<file path="src/rtl/tlbarb_pkg.sv">
package tlbarb_pkg;
    typedef enum logic [1:0] {
        ST_IDLE = 2'd0,
        ST_DATA = 2'd1,
        ST_INST = 2'd2
    } arb_state_e;

    localparam int SIDE_DAT = 0;
    localparam int SIDE_INS = 1;
    localparam int NUM_SIDES = 2;
endpackage

</file>
<file path="src/rtl/tlbarb_lat_cnt.sv">
module tlbarb_lat_cnt #(
    parameter int CNT_W = 3
) (
    input  logic             clk,
    input  logic             rst,
    input  logic             load,
    input  logic [CNT_W-1:0] load_val,
    output logic             done
);
    logic [CNT_W-1:0] cnt_q;

    always_ff @(posedge clk) begin
        if (rst) begin
            cnt_q <= '0;
        end else if (load) begin
            cnt_q <= load_val;
        end else if (cnt_q != '0) begin
            cnt_q <= cnt_q - 1'b1;
        end
    end

    // Remaining cycles reach zero in the last cycle of an access
    assign done = (cnt_q == '0);
endmodule

</file>
<file path="src/rtl/tlbarb_fsm.sv">
module tlbarb_fsm
    import tlbarb_pkg::*;
#(
    parameter int INS_LAT = 4,
    parameter int DAT_LAT = 3,
    parameter int CNT_W   = 3
) (
    input  logic                 clk,
    input  logic                 rst,
    input  logic [NUM_SIDES-1:0] miss,
    input  logic                 done,
    output logic [NUM_SIDES-1:0] grant,
    output logic                 load,
    output logic [CNT_W-1:0]     load_val
);
    localparam logic [CNT_W-1:0] INS_LOAD = CNT_W'(INS_LAT - 1);
    localparam logic [CNT_W-1:0] DAT_LOAD = CNT_W'(DAT_LAT - 1);

    arb_state_e state_q, state_d;

    always_ff @(posedge clk) begin
        if (rst) state_q <= ST_IDLE;
        else     state_q <= state_d;
    end

    always_comb begin
        state_d  = state_q;
        load     = 1'b0;
        load_val = '0;
        unique case (state_q)
            ST_IDLE: begin
                if (miss[SIDE_DAT]) begin
                    state_d  = ST_DATA;
                    load     = 1'b1;
                    load_val = DAT_LOAD;
                end else if (miss[SIDE_INS]) begin
                    state_d  = ST_INST;
                    load     = 1'b1;
                    load_val = INS_LOAD;
                end
            end
            ST_DATA: begin
                if (done) begin
                    if (miss[SIDE_INS]) begin
                        state_d  = ST_INST;
                        load     = 1'b1;
                        load_val = INS_LOAD;
                    end else begin
                        state_d = ST_IDLE;
                    end
                end
            end
            ST_INST: begin
                if (done) begin
                    if (miss[SIDE_DAT]) begin
                        state_d  = ST_DATA;
                        load     = 1'b1;
                        load_val = DAT_LOAD;
                    end else begin
                        state_d = ST_IDLE;
                    end
                end
            end
            default: state_d = ST_IDLE;
        endcase
    end

    always_comb begin
        grant           = '0;
        grant[SIDE_DAT] = !rst && (state_q == ST_DATA);
        grant[SIDE_INS] = !rst && (state_q == ST_INST);
    end
endmodule

</file>
<file path="src/rtl/tlbarb_side.sv">
module tlbarb_side (
    input  logic rst,
    input  logic req,
    input  logic shadow_hit,
    input  logic granted,
    input  logic done,
    input  logic uni_hit,
    output logic miss,
    output logic stall,
    output logic refill,
    output logic miss_exc
);
    logic finishing;

    always_comb begin
        miss      = req && !shadow_hit;
        finishing = !rst && granted && done;
        stall     = !rst && (miss || granted);
        refill    = finishing && uni_hit;
        miss_exc  = finishing && !uni_hit;
    end
endmodule

</file>
<file path="src/rtl/tlb_miss_arbiter.sv">
module tlb_miss_arbiter
    import tlbarb_pkg::*;
#(
    parameter int INS_LAT = 4,
    parameter int DAT_LAT = 3
) (
    input  logic clk,
    input  logic rst,
    input  logic ins_req,
    input  logic ins_shadow_hit,
    input  logic dat_req,
    input  logic dat_shadow_hit,
    input  logic uni_hit,
    output logic ins_stall,
    output logic dat_stall,
    output logic uni_grant_ins,
    output logic uni_grant_dat,
    output logic ins_refill,
    output logic dat_refill,
    output logic ins_miss_exc,
    output logic dat_miss_exc
);
    localparam int MAX_LAT = (INS_LAT > DAT_LAT) ? INS_LAT : DAT_LAT;
    localparam int CNT_W   = $clog2(MAX_LAT + 1);

    logic [NUM_SIDES-1:0] req_v, hit_v, miss_v, grant_v;
    logic [NUM_SIDES-1:0] stall_v, refill_v, exc_v;
    logic                 done, load;
    logic [CNT_W-1:0]     load_val;

    assign req_v = {ins_req, dat_req};
    assign hit_v = {ins_shadow_hit, dat_shadow_hit};

    generate
        for (genvar s = 0; s < NUM_SIDES; s++) begin : g_side
            tlbarb_side u_side (
                .rst        (rst),
                .req        (req_v[s]),
                .shadow_hit (hit_v[s]),
                .granted    (grant_v[s]),
                .done       (done),
                .uni_hit    (uni_hit),
                .miss       (miss_v[s]),
                .stall      (stall_v[s]),
                .refill     (refill_v[s]),
                .miss_exc   (exc_v[s])
            );
        end
    endgenerate

    tlbarb_fsm #(
        .INS_LAT (INS_LAT),
        .DAT_LAT (DAT_LAT),
        .CNT_W   (CNT_W)
    ) u_fsm (
        .clk      (clk),
        .rst      (rst),
        .miss     (miss_v),
        .done     (done),
        .grant    (grant_v),
        .load     (load),
        .load_val (load_val)
    );

    tlbarb_lat_cnt #(
        .CNT_W (CNT_W)
    ) u_cnt (
        .clk      (clk),
        .rst      (rst),
        .load     (load),
        .load_val (load_val),
        .done     (done)
    );

    assign ins_stall     = stall_v[SIDE_INS];
    assign dat_stall     = stall_v[SIDE_DAT];
    assign uni_grant_ins = grant_v[SIDE_INS];
    assign uni_grant_dat = grant_v[SIDE_DAT];
    assign ins_refill    = refill_v[SIDE_INS];
    assign dat_refill    = refill_v[SIDE_DAT];
    assign ins_miss_exc  = exc_v[SIDE_INS];
    assign dat_miss_exc  = exc_v[SIDE_DAT];
endmodule

</file>
<file path="config.mk">
export PLATFORM = sky130hd
export DESIGN_NAME = tlb_miss_arbiter
export DESIGN_NICKNAME = d
export VERILOG_FILES = /design/src/rtl/tlbarb_pkg.sv /design/src/rtl/tlbarb_lat_cnt.sv /design/src/rtl/tlbarb_fsm.sv /design/src/rtl/tlbarb_side.sv /design/src/rtl/tlb_miss_arbiter.sv
export SDC_FILE = /design/constraint.sdc
export NUM_CORES = 1
export LEC_CHECK = 0
export ABC_AREA = 1
export BUFFER_PORTS_ARGS = -buffer_cell sky130_fd_sc_hd__clkbuf_2
export CORE_AREA = 8 8 45 47
export DETAILED_ROUTE_END_ITERATION = 7
export DIE_AREA = 0 0 53 55
export HOLD_SLACK_MARGIN = 0.06
export PLACE_DENSITY = 0.76
export RECOVER_POWER = 25
export SYNTH_ARGS = -nofsm -noshare
export SYNTH_HDL_FRONTEND = slang
export SYNTH_SLANG_ARGS = --single-unit
</file>
<file path="constraint.sdc">
create_clock -name clk -period 1.2 [get_ports clk]
set_input_delay 0.24 -clock clk [delete_from_list [all_inputs] [get_ports clk]]
set_output_delay 0.24 -clock clk [all_outputs]
set_load 0.005 [all_outputs]
</file>
# Yosys cells after proc, flatten, opt, wreduce, memory -nomap -nowiden
# Index checks and enable logic that the tools add are counted.
[totals]
inputBits = 7
register_bits = 5
output_inout_bits = 8
wordCells = 54
[classes]
n_addsub = 1
n_mux = 21
reduce_logical = 25
eq_ne = 5
[op_table]
columns = ["cell", "count"]
rows = [
  ["$mux 2", 8],
  ["$logic_and 1x1->1", 14],
  ["$mux 3", 4],
  ["$pmux 3 s3", 1],
  ["$mux 1", 6],
  ["$pmux 2 s3", 1],
  ["$logic_not 1->1", 4],
  ["$ne 2x2->1 const B", 2],
  ["$logic_not 3->1", 1],
  ["$ne 3x3->1 const B", 1],
  ["$pmux 1 s3", 1],
  ["$reduce_and 3->1", 1],
  ["$reduce_bool 3->1", 1],
  ["$sub 3x1->3 const B", 1],
  ["$eq 2x1->1 const B", 1],
  ["$eq 2x2->1 const B", 1],
  ["$logic_not 2->1", 1],
  ["$logic_or 1x1->1", 2],
  ["$reduce_bool 2->1", 1],
]

# Depth between registers and ports, before layout
[logic_depth]
word_depth = 6
depth_mapped = 10

# By module
# Synthesis repeated with hierarchy kept, for this count alone.
[hier_totals]
hier_cells = 95
area_unflattened_um2 = 580.6
[modules_own_cells]
columns = ["mod", "instances", "seq_area_each_um2", "cells_each", "area_per_inst_um2"]
rows = [
  ["tlbarb_fsm", 1, 40.0, 45, 284.0],
  ["tlbarb_lat_cnt", 1, 60.1, 28, 198.9],
  ["tlbarb_side", 2, 0.0, 11, 48.8],
]

# Least setup slack after synthesis
# No wires, ideal clock.
[synth_timing]
path_kind = "register -> register"
start = "reg u_fsm.state_q[0]"
end = "reg u_cnt.cnt_q[1]"
path_stages_with_launch = 11
required_ns = 1.087
path_buffers = 0
path_slack_ns = -0.041
t_arrival_ns = 1.129
cell_sequence = "dfxtp_1 > inv_1 > ha_1 > inv_1 > nor2_4 > nand3_2 > nand2_2 > nand2_2 > inv_2 > nor2_1 > nor2_1"
[synth_between]
elab_chain_len = 3
word_cells_on_any_way = 7
cone_classes = "eq/ne (2); mux (3); reduce/logical (2)"
[synth_rtl]
columns = ["item", "line_no", "rtl"]
rows = [
  ["from (decl)", "tlbarb_fsm.sv:19", "arb_state_e state_q, state_d;"],
  ["from (signal assigned)", "tlbarb_fsm.sv:23", "else state_q <= state_d;"],
  ["$eq 2x2->1, or another cell as far along", "tlbarb_fsm.sv:30", "unique case (state_q)"],
  ["$pmux 3 s3 / $pmux 1 s3 (equally long branches)", "tlbarb_fsm.sv:30", ""],
  ["$mux 3 / $reduce_bool 2->1 (equally long branches)", "-", ""],
  ["to (signal assigned)", "tlbarb_lat_cnt.sv:16", "cnt_q <= load_val;"],
  ["to (signal assigned)", "tlbarb_lat_cnt.sv:18", "cnt_q <= cnt_q - 1'b1;"],
  ["to (decl)", "tlbarb_lat_cnt.sv:10", "logic [CNT_W-1:0] cnt_q;"],
]
# Several ways; a longest one is shown, not always the timed one.
# A chain may end at the register's enable or synchronous reset.

# Final worst setup path
[layout_timing]
start = "reg u_cnt.cnt_q[0]"
end = "out dat_miss_exc"
[layout_between]
elab_chain_len = 3
[layout_rtl]
columns = ["item", "line_no", "rtl"]
rows = [
  ["$logic_not 3->1", "tlbarb_lat_cnt.sv:23", "assign done = (cnt_q == '0);"],
  ["$logic_and 1x1->1", "tlbarb_side.sv:17", "finishing = !rst && granted && done;"],
  ["$logic_and 1x1->1", "tlbarb_side.sv:20", "miss_exc = finishing && !uni_hit;"],
  ["to (decl)", "tlb_miss_arbiter.sv:21", "output logic dat_miss_exc"],
]
# Every way passes these cells.

==> impl_metrics.py <==
metrics = {
    "floorplan": {
        "rows": 14,
        "die_height_um": 55,
        "die_w_um": 53,
        "initial_core_util": 0.370,
        "num_io_pins": 15,
        "die_area_um2": 2920,
        "core-area_um2": 1380,
    },
    "global_routing": {
        "grt_max_degree": 9,
        "grt-ovfl-total": 0,
        "antenna_found_initial": 0,
        "grt_pass1_vias": 702,
        "grt_usage": 0.124,
        "grt_pass1_wl_um": 2740,
    },
    "power_and_ir_drop": {
        "leakage_nw": 0.465,
        "vdd_drop_max_uv": 1330,
        "powerDensity_nw_per_um2": 2710,
        "p_total_w": 0.00249,
    },
    "synthesis": {
        "syn_inst": 83,
        "synth_cell_type_count": 17,
        "synthAdderAreaFrac": 0.147,
        "synth_compound_gate_area_share": 0.125,
        "synth_top_family_by_area": "simple AND/OR/NAND/NOR gates",
        "synth-simple-area-share": 0.391,
        "synth_area_um2": 512,
        "yosysSeqAreaShare": 0.196,
        "synth_mux_area_frac": 0,
        "ys_ff_latch": 5,
        "synth_xor_area_frac": 0.0171,
        "syn-num-nets": 96,
        "avgSynthCellArea_um2": 6.17,
        "synth_warnings": 0,
    },
    "cells_and_area": {
        "postLayoutCellArea_um2": 920,
        "layout_commonest_cell": "buf_4",
        "final_nets": 135,
        "final_cell_mix": "buf_4, nand2_1, clkbuf_2",
        "drive_gt1_frac": 0.636,
        "fill_cells": 110,
        "area_growth_pct": 79.7,
        "antenna_cells": 0,
    },
    "clock_tree": {
        "hold_buffers": 0,
        "cts_max_level": 1,
        "insertion_delay_ps": 240,
        "cts_sinks": 5,
        "numCtsBuffers": 3,
        "cts_tree": "done",
        "path_clk_slew_ps": 40,
        "clock_path_buffers": 2,
        "cts-root-buf": "clkbuf_4",
    },
    "run_status": {
        "violations": "negative setup slack",
        "status": "finished, violations left",
    },
    "routing": {
        "routedWlPerCell_um": 13.3,
        "antenna_left": 0,
        "viasPerCell": 5.04,
        "routed_wl_um": 1820,
        "drt_iter0_markers": 25,
        "vias": 690,
        "remaining_drc_errors": 0,
        "drtPass1Iterations": 4,
    },
    "worst_setup_path": {
        "rrSetupSlack_ps": -150,
        "end_kind": "output pin",
        "start_kind": "flop",
        "cp.required_ps": 960,
        "path_max_fanout": 3,
        "setup.worst_path.class": "reg2out",
        "crit_arrival_ps": 1260,
    },
    "timing": {
        "maxSlewHeadroom": 0.792,
        "rsz0062_at_grt": "true",
        "period_needed_ps": 1500,
        "drv_slew": 0,
        "fin_ws_ps": -300,
        "min_period_over_period": 1.25,
        "tightest_slew_ps": 312,
        "finClkSkew_ps": 2.68,
        "timing.hold.ws_ps": 310,
        "clock.fmax_mhz": 667,
        "hold_viol": 0,
        "setup_viol": 13,
    },
    "job": {
        "maxCapViolations": 0,
    },
    "worst_hold_path": {
        "holdCritPathClass": "in2reg",
    },
    "placed_design": {
        "io_buffers": 14,
        "gp_congestion": 0.783,
        "placed_area_um2": 672,
        "dp_hpwl_um": 1050,
    },
}
==> cell families (layout without fill, tap and decap cells) <==
group,Yosys count,after routing
xor+xnor,1,1
flops,5,5
fa+ha+maj,6,6
compound gates,12,12
simple gates,42,42
buf+inv,17,55
==> worst max-delay path: stages (launching register included) <==
cell,delay (ps)
dfxtp_2,320
inv_2,70
ha_4,140
inv_2,50
nor2_4,130
nand2_2,100
nor2_2,100
clkbuf_2,120
==> power breakdown <==
group / switching, W / internal (W)
combinational: 0.000997 / 0.000942
clock: 0.0000633 / 0.000125
sequential: 0.0000989 / 0.000268
==> worst paths after layout <==
| path | end | startpoint | depth (start not counted) |
|---|---|---|---|
| min reg2reg | u_cnt.cnt_q[0]$_SDFFE_PP0P_ | u_cnt.cnt_q[0]$_SDFFE_PP0P_ | 4 |
| max | dat_miss_exc | u_cnt.cnt_q[0]$_SDFFE_PP0P_ | 7 |
| max reg2reg | u_cnt.cnt_q[1]$_SDFFE_PP0P_ | u_fsm.state_q[0]$_SDFFE_PP0P_ | 10 |
| min | u_cnt.cnt_q[0]$_SDFFE_PP0P_ | rst | 2 |
==> layer usage <==
metal  track usage  wire length (um)  vias to the layer above
li1              -                 -                      335
met1         0.117               644                      318
met2         0.236               936                       29
met3        0.0401               179                        8
met4        0.0603                56                        0
met5             0                 0                        -
==> layout make-up <==
type	count	area [um^2]	share of cell area
sequential	5	110	0.120
tap	16	20.0	0.0218
multi-input combinational	61	455	0.495
inverter	17	73.8	0.0803
clock buffer	4	26.3	0.0286
timing repair buffer	34	234	0.254
==> repair_timing <==
item                       CTS  global route
setup buffers                8             4
gates cloned                 0             0
resized for setup           37            13
pin swaps                   16            14
setup endpoints to repair   13            13
==> metrics by stage <==
stage | util | std cells | TNS [ps] | setup slack [ps]
4_1_cts | 0.625 | 134 | -2170 | -283
3_5_place_dp | 0.486 | 122 | -996 | -162
2_1_floorplan | - | 83 | -16.8 | -5.98
3_3_place_gp | 0.486 | 122 | -733 | -132
5_1_grt | 0.665 | 137 | -3240 | -359
6_report | 0.665 | 137 | -2340 | -300
==> cell usage after synthesis, drive strengths merged <==
cell type | n | area share
xor2 | 1 | 0.017
dfxtp | 5 | 0.20
nand2 | 20 | 0.17
nor3 | 1 | 0.0098
nand3 | 7 | 0.078
a21oi | 6 | 0.066
inv | 17 | 0.12
ha | 6 | 0.15
o21ai | 6 | 0.059
nor2 | 14 | 0.13
==> state kept, by name, summed over array words and instances, names as in the netlist <==
signal / cells
u_cnt.cnt_q: 3
u_fsm.state_q: 2
Power figures use the tool's default switching activity.
